File: config.mk
export PLATFORM = sky130hd
export DESIGN_NAME = addr_tenure_watchdog
export DESIGN_NICKNAME = d
export VERILOG_FILES = /design/src/rtl/atw_pkg.sv /design/src/rtl/atw_rsv_decode.sv /design/src/rtl/atw_cycle_timer.sv /design/src/rtl/atw_err_log.sv /design/src/rtl/addr_tenure_watchdog.sv
export SDC_FILE = /design/constraint.sdc
export NUM_CORES = 1
export LEC_CHECK = 0
export BUFFER_PORTS_ARGS = -buffer_cell sky130_fd_sc_hd__buf_2
export CORE_ASPECT_RATIO = 0.6
export CORE_UTILIZATION = 37
export CTS_BUF_LIST = sky130_fd_sc_hd__clkbuf_8
export DETAILED_ROUTE_END_ITERATION = 6
export GPL_TIMING_DRIVEN = 1
export HOLD_SLACK_MARGIN = 0.1
export PLACE_DENSITY = 0.64
export REMOVE_ABC_BUFFERS = 1
export SLEW_MARGIN = 20
export SYNTH_ARGS = -nofsm -noshare
export SYNTH_HDL_FRONTEND = slang
export SYNTH_HIERARCHICAL = 1
export SYNTH_SLANG_ARGS = --single-unit
File: constraint.sdc
create_clock -name clk -period 4.8 [get_ports clk]
set_input_delay 0 -clock clk [delete_from_list [all_inputs] [get_ports clk]]
set_output_delay 0 -clock clk [all_outputs]
set_load 0.005 [all_outputs]
File: src/rtl/atw_pkg.sv
package atw_pkg;
   typedef enum logic [2:0] {
      ST_IDLE  = 3'd0,
      ST_WAIT  = 3'd1,
      ST_FEND  = 3'd2,
      ST_FDATA = 3'd3,
      ST_TERR  = 3'd4
   } atw_state_e;

   localparam int unsigned ERR_BIT_TO  = 0;
   localparam int unsigned ERR_BIT_RSV = 1;
endpackage

File: src/rtl/atw_rsv_decode.sv
module atw_rsv_decode #(
   parameter int unsigned TT_W = 5,
   parameter logic [2**TT_W-1:0] RSV_MASK = '0
) (
   input  logic [TT_W-1:0] ttype,
   output logic            hit
);
   localparam int unsigned NCODE = 2**TT_W;

   generate
      if (RSV_MASK == '0) begin : g_none
         assign hit = 1'b0;
      end else begin : g_lookup
         logic [NCODE-1:0] match;
         for (genvar i = 0; i < NCODE; i++) begin : g_code
            assign match[i] = RSV_MASK[i] && (ttype == TT_W'(i));
         end
         assign hit = |match;
      end
   endgenerate
endmodule

File: src/rtl/atw_cycle_timer.sv
module atw_cycle_timer #(
   parameter int unsigned CNT_W = 16
) (
   input  logic             clk,
   input  logic             rst_n,
   input  logic             load,
   input  logic [CNT_W-1:0] period_in,
   input  logic             run,
   output logic             expire
);
   localparam logic [CNT_W-1:0] ONE = CNT_W'(1);

   logic [CNT_W-1:0] cnt;
   logic [CNT_W-1:0] per;

   always_ff @(posedge clk or negedge rst_n) begin
      if (!rst_n) begin
         cnt <= '0;
         per <= '0;
      end else if (load) begin
         cnt <= '0;
         per <= period_in;
      end else if (run) begin
         cnt <= cnt + ONE;
      end
   end

   assign expire = (per != '0) && (cnt == per - ONE);

   // a running count never reaches the loaded period
   assert_cnt_below_period_R2: assert property (@(posedge clk) disable iff (!rst_n)
      (per != '0) |-> (cnt < per));
   // a zero period never lets the timer run
   assert_no_run_when_disabled_R5: assert property (@(posedge clk) disable iff (!rst_n)
      run |-> (per != '0));
endmodule

File: src/rtl/atw_err_log.sv
module atw_err_log #(
   parameter int unsigned MID_W = 4,
   parameter int unsigned TT_W  = 5
) (
   input  logic             clk,
   input  logic             rst_n,
   input  logic             set_to,
   input  logic             set_rsv,
   input  logic [MID_W-1:0] mid_in,
   input  logic [TT_W-1:0]  tt_in,
   input  logic             clr_wr,
   input  logic [1:0]       clr_bits,
   output logic             to_flag,
   output logic             rsv_flag,
   output logic [MID_W-1:0] mid_q,
   output logic [TT_W-1:0]  tt_q
);
   import atw_pkg::*;

   logic clr_to, clr_rsv, capture;

   assign clr_to  = clr_wr && clr_bits[ERR_BIT_TO];
   assign clr_rsv = clr_wr && clr_bits[ERR_BIT_RSV];
   assign capture = (set_to || set_rsv) && !to_flag && !rsv_flag;

   always_ff @(posedge clk or negedge rst_n) begin
      if (!rst_n) begin
         to_flag  <= 1'b0;
         rsv_flag <= 1'b0;
         mid_q    <= '0;
         tt_q     <= '0;
      end else begin
         to_flag  <= set_to  || (to_flag  && !clr_to);
         rsv_flag <= set_rsv || (rsv_flag && !clr_rsv);
         if (capture) begin
            mid_q <= mid_in;
            tt_q  <= tt_in;
         end
      end
   end

   assert_to_sticky_R7: assert property (@(posedge clk) disable iff (!rst_n)
      (to_flag && !clr_to) |=> to_flag);
   assert_rsv_sticky_R8: assert property (@(posedge clk) disable iff (!rst_n)
      (rsv_flag && !clr_rsv) |=> rsv_flag);
   assert_capture_held_R9: assert property (@(posedge clk) disable iff (!rst_n)
      (to_flag || rsv_flag) |=> ($stable(mid_q) && $stable(tt_q)));
endmodule

File: src/rtl/addr_tenure_watchdog.sv
module addr_tenure_watchdog #(
   parameter int unsigned MID_W = 4,
   parameter int unsigned TT_W  = 5,
   parameter int unsigned CNT_W = 16,
   parameter logic [2**TT_W-1:0] RSV_MASK = (2**TT_W)'(32'hC000_0100)
) (
   input  logic             clk,
   input  logic             rst_n,
   input  logic             ten_start,
   input  logic [MID_W-1:0] ten_mid,
   input  logic [TT_W-1:0]  ten_ttype,
   input  logic             ten_ack,
   input  logic [CNT_W-1:0] timeout_cycles,
   input  logic             host_wr,
   input  logic [1:0]       host_wdata,
   output logic             force_aend,
   output logic             force_dstart,
   output logic             xfer_err,
   output logic             err_timeout,
   output logic             err_rsv_type,
   output logic [MID_W-1:0] err_mid,
   output logic [TT_W-1:0]  err_ttype,
   output logic             err_irq
);
   import atw_pkg::*;

   generate
      if (MID_W < 1 || MID_W > 16) begin : g_bad_mid
         $error("MID_W must lie in 1..16");
      end
      if (TT_W < 1 || TT_W > 6) begin : g_bad_tt
         $error("TT_W must lie in 1..6");
      end
      if (CNT_W < 2 || CNT_W > 32) begin : g_bad_cnt
         $error("CNT_W must lie in 2..32");
      end
   endgenerate

   atw_state_e       st, st_nxt;
   logic             rsv_hit, tmr_load, tmr_run, tmr_expire;
   logic             set_to, set_rsv, cap_cur, can_start;
   logic [MID_W-1:0] cur_mid, log_mid;
   logic [TT_W-1:0]  cur_tt, log_tt;

   atw_rsv_decode #(.TT_W(TT_W), .RSV_MASK(RSV_MASK)) u_rsv (
      .ttype (ten_ttype),
      .hit   (rsv_hit)
   );

   atw_cycle_timer #(.CNT_W(CNT_W)) u_tmr (
      .clk       (clk),
      .rst_n     (rst_n),
      .load      (tmr_load),
      .period_in (timeout_cycles),
      .run       (tmr_run),
      .expire    (tmr_expire)
   );

   assign can_start = (st == ST_IDLE) || (st == ST_WAIT);

   always_comb begin
      st_nxt   = st;
      tmr_load = 1'b0;
      set_to   = 1'b0;
      set_rsv  = 1'b0;
      cap_cur  = 1'b0;
      if (can_start && ten_start) begin
         cap_cur = 1'b1;
         if (rsv_hit) begin
            st_nxt  = ST_FEND;
            set_rsv = 1'b1;
         end else if (timeout_cycles == '0) begin
            st_nxt = ST_IDLE;
         end else begin
            st_nxt   = ST_WAIT;
            tmr_load = 1'b1;
         end
      end else begin
         case (st)
            ST_WAIT: begin
               if (ten_ack) begin
                  st_nxt = ST_IDLE;
               end else if (tmr_expire) begin
                  st_nxt = ST_FEND;
                  set_to = 1'b1;
               end
            end
            ST_FEND:  st_nxt = ST_FDATA;
            ST_FDATA: st_nxt = ST_TERR;
            ST_TERR:  st_nxt = ST_IDLE;
            default:  st_nxt = ST_IDLE;
         endcase
      end
   end

   assign tmr_run = (st == ST_WAIT) && !ten_start && !ten_ack && !tmr_expire;

   always_ff @(posedge clk or negedge rst_n) begin
      if (!rst_n) begin
         st      <= ST_IDLE;
         cur_mid <= '0;
         cur_tt  <= '0;
      end else begin
         st <= st_nxt;
         if (cap_cur) begin
            cur_mid <= ten_mid;
            cur_tt  <= ten_ttype;
         end
      end
   end

   assign log_mid = set_rsv ? ten_mid   : cur_mid;
   assign log_tt  = set_rsv ? ten_ttype : cur_tt;

   atw_err_log #(.MID_W(MID_W), .TT_W(TT_W)) u_log (
      .clk      (clk),
      .rst_n    (rst_n),
      .set_to   (set_to),
      .set_rsv  (set_rsv),
      .mid_in   (log_mid),
      .tt_in    (log_tt),
      .clr_wr   (host_wr),
      .clr_bits (host_wdata),
      .to_flag  (err_timeout),
      .rsv_flag (err_rsv_type),
      .mid_q    (err_mid),
      .tt_q     (err_ttype)
   );

   assign force_aend   = (st == ST_FEND);
   assign force_dstart = (st == ST_FDATA);
   assign xfer_err     = (st == ST_TERR);
   assign err_irq      = err_timeout || err_rsv_type;

   assert_fend_then_data_R4: assert property (@(posedge clk) disable iff (!rst_n)
      force_aend |=> (force_dstart && !force_aend));
   assert_data_then_err_R4: assert property (@(posedge clk) disable iff (!rst_n)
      force_dstart |=> (xfer_err && !force_dstart));
   assert_err_single_R4: assert property (@(posedge clk) disable iff (!rst_n)
      xfer_err |=> (!xfer_err && !force_aend && !force_dstart));
   assert_pulse_onehot_R4: assert property (@(posedge clk) disable iff (!rst_n)
      $onehot0({force_aend, force_dstart, xfer_err}));
   assert_rsv_forces_R8: assert property (@(posedge clk) disable iff (!rst_n)
      (can_start && ten_start && rsv_hit) |=> (force_aend && err_rsv_type));
   assert_zero_period_quiet_R5: assert property (@(posedge clk) disable iff (!rst_n)
      (can_start && ten_start && !rsv_hit && timeout_cycles == '0) |=> !force_aend);
   assert_start_ignored_R11: assert property (@(posedge clk) disable iff (!rst_n)
      (force_aend && ten_start) |=> force_dstart);
   assert_timeout_sets_flag_R7: assert property (@(posedge clk) disable iff (!rst_n)
      $rose(force_aend) && !err_rsv_type |-> err_timeout);
endmodule

==> impl_metrics.json, run 1 <==
{
  "outcome": "finished, final reports clean",
  "synth_area_leaders": "dfrtp_1, mux2_2, xor2_1",
  "holdCritStartpoint": "ten_ack",
  "yosysMostFrequentCell": "dfrtp_1",
  "seq_area_frac_synth": 0.4427,
  "worst-r2r-setup-slack_ps": 1350,
  "htreeDepth": 2,
  "ys_async_sr_fraction": 1.000,
  "synth_common_cells": "dfrtp_1, mux2_2, nor2_1, xor2_1",
  "numCtsBuffers": 5,
  "clk_pin_slew_ps": 100,
  "hold_slack_ps": 112.0,
  "wirelength_um": 7105,
  "area_growth_pct": 22.54,
  "clk_path_buf_depth": 2,
  "synth-edff-count": 0,
  "worst_pin_slew_ps": 907.2,
  "start_util": 0.3883,
  "dp_hpwl_um": 5223,
  "first_iter_violations": 122,
  "vias": 2331,
  "grt_pass1_wl_um": 11680,
  "pwr-share-comb": 0.250,
  "grt_max_degree": 56,
  "post-place-ws_ps": 1356,
  "place_inst": 423,
  "power.density_nw_per_um2": 308.8,
  "finalSetupViolations": 0,
  "syn_avg_cell_area_sq_um": 11.06,
  "syn_area_sq_um": 3109,
  "diodes": 0,
  "avgRoutedWirePerCell_um": 15.38,
  "skew_ps": 7.675,
  "dr.pass1.iters": 4,
  "critPathArrivalTime_ps": 3650,
  "p_sw_uw": 352.7,
  "start_kind": "flip-flop",
  "hold_viol": 0,
  "drcViolationCount": 0,
  "hold_path_depth": 4,
  "ant_nets": 0,
  "power.internal_uw": 823.6,
  "p_sw_frac": 0.2998,
  "routed_via_density": 5.045,
  "synth_top_cell_by_area": "dfrtp_1",
  "fmax_mhz": 290.0,
  "period_share": 0.7183,
  "die_height_um": 73.01,
  "p_clk_frac": 0.231,
  "die_x_um": 120.3,
  "fin_setup_tns_ps": 0,
  "relSlewSlack": 0.3925,
  "ys.flop_type": "dfrtp_1",
  "r2r_start": "u_tmr/per[2]$_DFFE_PN0P_",
  "ios": 47,
  "fp.coreArea_sq_um": 8008,
  "final_net_count": 387,
  "fin_area_sq_um": 3810,
  "yosys_register_bits": 55,
  "cts_tree": "yes",
  "dpl_cell_area_sq_um": 3401,
  "critPathKind": "reg2reg",
  "layout_setup_ws_ps": 1352,
  "hold_class": "in2reg",
  "reg2reg_depth": 10,
  "power_frac_seq": 0.519,
  "io_buffers": 46,
  "gp_congestion": 0.8433,
  "cts-root-buf": "clkbuf_8",
  "clock-sinks": 55,
  "end_kind": "flip-flop",
  "final_util": 0.4758,
  "period_needed_ps": 3448,
  "holdPathEnd": "st[1]$_DFFE_PN0P_",
  "insertion_delay_ps": 310,
  "p_total_mw": 1.176,
  "slew_viol_final": 0,
  "die_area_sq_um": 8786,
  "synthCells": 281,
  "cp_max_fo": 9,
  "antenna_found_initial": 0,
  "worstReg2RegEnd": "u_log/mid_q[1]$_DFFE_PN0P_",
  "grt_usage": 0.1742,
  "num_rows": 25,
  "ys_types": 52,
  "yosysWarnings": 6,
  "grt_pass1_vias": 2268,
  "rsz0062_at_grt": "false",
  "grt-ovfl-total": 0,
  "drv_cap": 0,
  "vdd_drop_max_mv": 0.1221,
  "drive_gt1_frac": 0.3107,
  "required_ps": 5010,
  "p_leak_nw": 1.646,
  "final_cell_count_no_fill": 462,
  "synth_top_area_frac": 0.4427
}
==> routing by layer <==
layer	global-route usage	vias to the layer above	part of all wire
li1	-	1141	-
met4	0.02469	0	0.0034
met1	0.2722	1128	0.55
met2	0.2452	57	0.41
met5	0	-	0
met3	0.04063	5	0.041
==> what timing repair did <==
action | CTS | global route
hold endpoints to repair | 93 | 0
gates resized for setup | 0 | 0
hold buffers | 31 | 0
buffers inserted | 0 | 0
==> power groups by stage <==
| stage | clock [mW] | combinational [mW] | sequential [mW] |
|---|---|---|---|
| 2_1_floorplan | 0 | 0.180 | 0.602 |
| 3_5_place_dp | 0 | 0.277 | 0.619 |
| 3_3_place_gp | 0 | 0.268 | 0.614 |
| 4_1_cts | 0.287 | 0.297 | 0.610 |
| 5_1_grt | 0.306 | 0.327 | 0.621 |
| 6_report | 0.272 | 0.294 | 0.610 |
==> flip-flops by register name, summed over array words and instances (netlist names) <==
signal / count
u_tmr/per: 16
u_log/to_flag: 1
u_log/tt_q: 5
cur_mid: 4
u_log/mid_q: 4
u_log/rsv_flag: 1
cur_tt: 5
st: 3
u_tmr/cnt: 16
==> worst max-delay path, cell delays in order (launching register included) <==
cell and delay, ps:
dfrtp_1 490, nor4_4 490, nand4_1 270, xnor2_1 190, o221ai_1 180, a21oi_1 100, nor4_1 500, and3_1 270
nor2_1 80, nor3_4 380, mux2_2 390
==> worst max path at each step <==
stage	slack, ps	startpoint	to
finish	1350	u_tmr/per[2]$_DFFE_PN0P_	u_log/mid_q[1]$_DFFE_PN0P_
global route	1020	u_tmr/per[2]$_DFFE_PN0P_	u_log/mid_q[0]$_DFFE_PN0P_
CTS	1330	u_tmr/per[8]$_DFFE_PN0P_	u_log/tt_q[3]$_DFFE_PN0P_
detailed placement	1360	u_tmr/per[8]$_DFFE_PN0P_	u_log/mid_q[1]$_DFFE_PN0P_
global placement	1320	u_tmr/per[8]$_DFFE_PN0P_	u_log/mid_q[2]$_DFFE_PN0P_
floorplan	1590	st[2]$_DFFE_PN0P_	u_tmr/per[10]$_DFFE_PN0P_
==> layout by cell type (no fill, tap or decap), drive strengths merged, types with 2 or more instances in the layout <==
cell type and instances:
a21boi 2, a21o 3, a21oi 3, and2 2, and3 5, and3b 2
and4 5, buf 48, clkbuf 6, dfrtp 55, dlygate4sd3 31, ha 2
inv 3, mux2 41, mux2i 3, nand2 13, nand2b 3, nand3 8
nand3b 2, nand4 10, nor2 25, nor3 12, nor3b 4, nor4 7
nor4b 3, o21ai 8, xnor2 13, xor2 21
==> cells by family after synthesis <==
group | Yosys count | share of synthesized area
muxes | 44 | 0.1690
adders and majority gates | 2 | 0.008047
and+or+nand+nor | 107 | 0.2032
buffers and inverters | 17 | 0.03380
DFF | 55 | 0.4427
xor gates and xnor gates | 34 | 0.09578
AOI/OAI and AO/OA | 22 | 0.04749
==> area by class of cell <==
| cell class | instances | area, sq um |
|---|---|---|
| clock buffer | 6 | 82.58 |
| clock inverter | 2 | 16.27 |
| fill | 756 | 4198 |
| inverter | 3 | 11.26 |
| multi-input combinational | 209 | 1633 |
| sequential | 55 | 1376 |
| tap | 108 | 135.1 |
| timing repair buffer | 79 | 555.5 |
(Power assumes the default switching activity.)
==> run 2, diff against run 1 <==
==> constraint.sdc (replaced) <==
create_clock -name clk -period 3.2 [get_ports clk]
set_input_delay 0 -clock clk [delete_from_list [all_inputs] [get_ports clk]]
set_output_delay 0 -clock clk [all_outputs]
set_load 0.005 [all_outputs]
==> run 2 against run 1 <==
Net effect:
- register-to-register slack worse by 1200 ps
- die area stayed put
- critical path depth is 2 higher
- sequential share of layout area is 1.4 points lower
- clock-buffer cell count stayed put
- combinational power is 73% higher
- cell count is 3.2% higher
- via count is 3.1% higher
- global-route usage is 0.33 points lower
- critical path type unchanged
==> impl_metrics.json, run 2 (synthesis gave the netlist of run 1 again) <==
{
  "outcome": "finished, final reports clean",
  "dp_hpwl_um": 5233,
  "start_util": 0.3883,
  "cts_tree": "yes",
  "layout_setup_ws_ps": 176.4,
  "avgRoutedWirePerCell_um": 14.75,
  "vias": 2403,
  "ant_nets": 0,
  "dr.pass1.iters": 4,
  "io_buffers": 46,
  "fp.coreArea_sq_um": 8008,
  "num_rows": 25,
  "die_area_sq_um": 8786,
  "hold_viol": 0,
  "routed_via_density": 5.038,
  "cts-root-buf": "clkbuf_8",
  "htreeDepth": 2,
  "drv_cap": 0,
  "power_frac_seq": 0.470,
  "numCtsBuffers": 5,
  "wirelength_um": 7038,
  "grt_pass1_vias": 2248,
  "grt_usage": 0.1709,
  "met2WireLength_um": 2727,
  "top_regs": "u_tmr/cnt: 16 flops, u_tmr/per: 16 flops",
  "worst_pin_slew_ps": 911.2,
  "die_x_um": 120.3,
  "vdd_drop_max_mv": 0.2652,
  "power.density_nw_per_um2": 472.9,
  "grt_pass1_wl_um": 11430,
  "fin_area_sq_um": 3968,
  "period_share": 0.9449,
  "critPathArrivalTime_ps": 3230,
  "rsz0062_at_grt": "false",
  "grt_max_degree": 41,
  "dr.max_layer_used": "met4",
  "clk_pin_slew_ps": 100,
  "diodes": 0,
  "required_ps": 3400,
  "relSlewSlack": 0.3926,
  "cp_max_fo": 9,
  "start_kind": "flip-flop",
  "pwr-share-comb": 0.271,
  "drive_gt1_frac": 0.3442,
  "layout_commonest_cell": "dfrtp_1",
  "die_height_um": 73.01,
  "drcViolationCount": 0,
  "clk_path_buf_depth": 2,
  "ios": 47,
  "insertion_delay_ps": 320,
  "gp_congestion": 0.8388,
  "end_kind": "flip-flop",
  "period_needed_ps": 3024,
  "finalSetupViolations": 0,
  "area_growth_pct": 27.61,
  "post-place-ws_ps": 3.866,
  "final_cell_mix": "dfrtp_1, buf_2, mux2_2, dlygate4sd3_1, nor2_1",
  "antenna_found_initial": 0,
  "dpl_cell_area_sq_um": 3511,
  "p_sw_uw": 530.1,
  "p_clk_frac": 0.259,
  "route.met3.wl_um": 369,
  "final_net_count": 402,
  "p_sw_frac": 0.2825,
  "hold_class": "in2async",
  "grt-ovfl-total": 0,
  "critPathKind": "reg2reg",
  "skew_ps": 6.378,
  "slew_viol_final": 0,
  "fmax_mhz": 330.7,
  "p_leak_nw": 1.735,
  "wl_met1_um": 3883,
  "clock-sinks": 55,
  "reg2reg_depth": 12,
  "power.internal_mw": 1.346,
  "first_iter_violations": 108
}
-- run 2: final cells by class --
class | count | area (sq um)
fill | 749 | 4040
inverter | 3 | 11.26
clock buffer | 6 | 82.58
clock inverter | 2 | 35.03
tap | 108 | 135.1
sequential | 55 | 1376
timing repair buffer | 94 | 683.2
multi-input combinational | 209 | 1644
-- run 2: repair_timing --
action	in CTS	in global routing
gates resized for setup	1	2
buffers inserted	0	1
hold endpoints to repair	76	0
pin swaps	0	2
gates cloned	0	0
endpoints found under the setup margin	11	22
hold buffers	32	0
-- run 2: layer usage --
| layer | vias to the layer above | track usage |
|---|---|---|
| met2 | 45 | 0.2261 |
| met5 | - | 0 |
| met3 | 7 | 0.03672 |
| met4 | 0 | 0.04527 |
| li1 | 1185 | - |
| met1 | 1166 | 0.2727 |
-- run 2: worst max-delay path: stages (launching register included) --
cell and delay [ps]:
dfrtp_1 420, nor4_4 270, buf_4 180, nand4_1 200, xnor2_1 190, o221ai_1 160, a21oi_1 110, nor4_2 400
and3_1 260, nor2_1 80, nor3_4 160, buf_12 150, mux2_2 330
-- run 2: power by group through the flow --
stage / Combinational (mW) / Sequential, mW / Clock, mW
2_1_floorplan: 0.269 / 0.902 / 0
3_3_place_gp: 0.464 / 0.895 / 0
3_5_place_dp: 0.475 / 0.896 / 0
4_1_cts: 0.508 / 0.882 / 0.503
5_1_grt: 0.556 / 0.898 / 0.527
6_report: 0.509 / 0.882 / 0.486
-- run 2: through the flow --
step / hold slack [ps] / util / power, mW / setup TNS [ps] / cells
after detailed placement: 194.8 / 0.4384 / 1.371 / 0 / 436
final: 343.2 / 0.4955 / 1.876 / 0 / 477
after floorplan: -295.6 / - / 1.172 / -135.7 / 267
after global routing: 436.0 / 0.4955 / 1.981 / 0 / 477
after global placement: 206.4 / 0.4384 / 1.359 / 0 / 436
after CTS: 393.0 / 0.4939 / 1.893 / 0 / 476
-- run 2: worst paths after layout --
check | start | end | slack, ps
max | u_tmr/per[3]$_DFFE_PN0P_ | u_log/tt_q[0]$_DFFE_PN0P_ | 180
max reg2reg | u_tmr/per[3]$_DFFE_PN0P_ | u_log/tt_q[0]$_DFFE_PN0P_ | 180
min reg2reg | u_log/tt_q[4]$_DFFE_PN0P_ | u_log/tt_q[4]$_DFFE_PN0P_ | 510
min | rst_n | u_tmr/per[12]$_DFFE_PN0P_ | 340
min in group clk | timeout_cycles[0] | u_tmr/per[0]$_DFFE_PN0P_ | 440
max in group asynchronous | rst_n | cur_mid[1]$_DFFE_PN0P_ | 2080
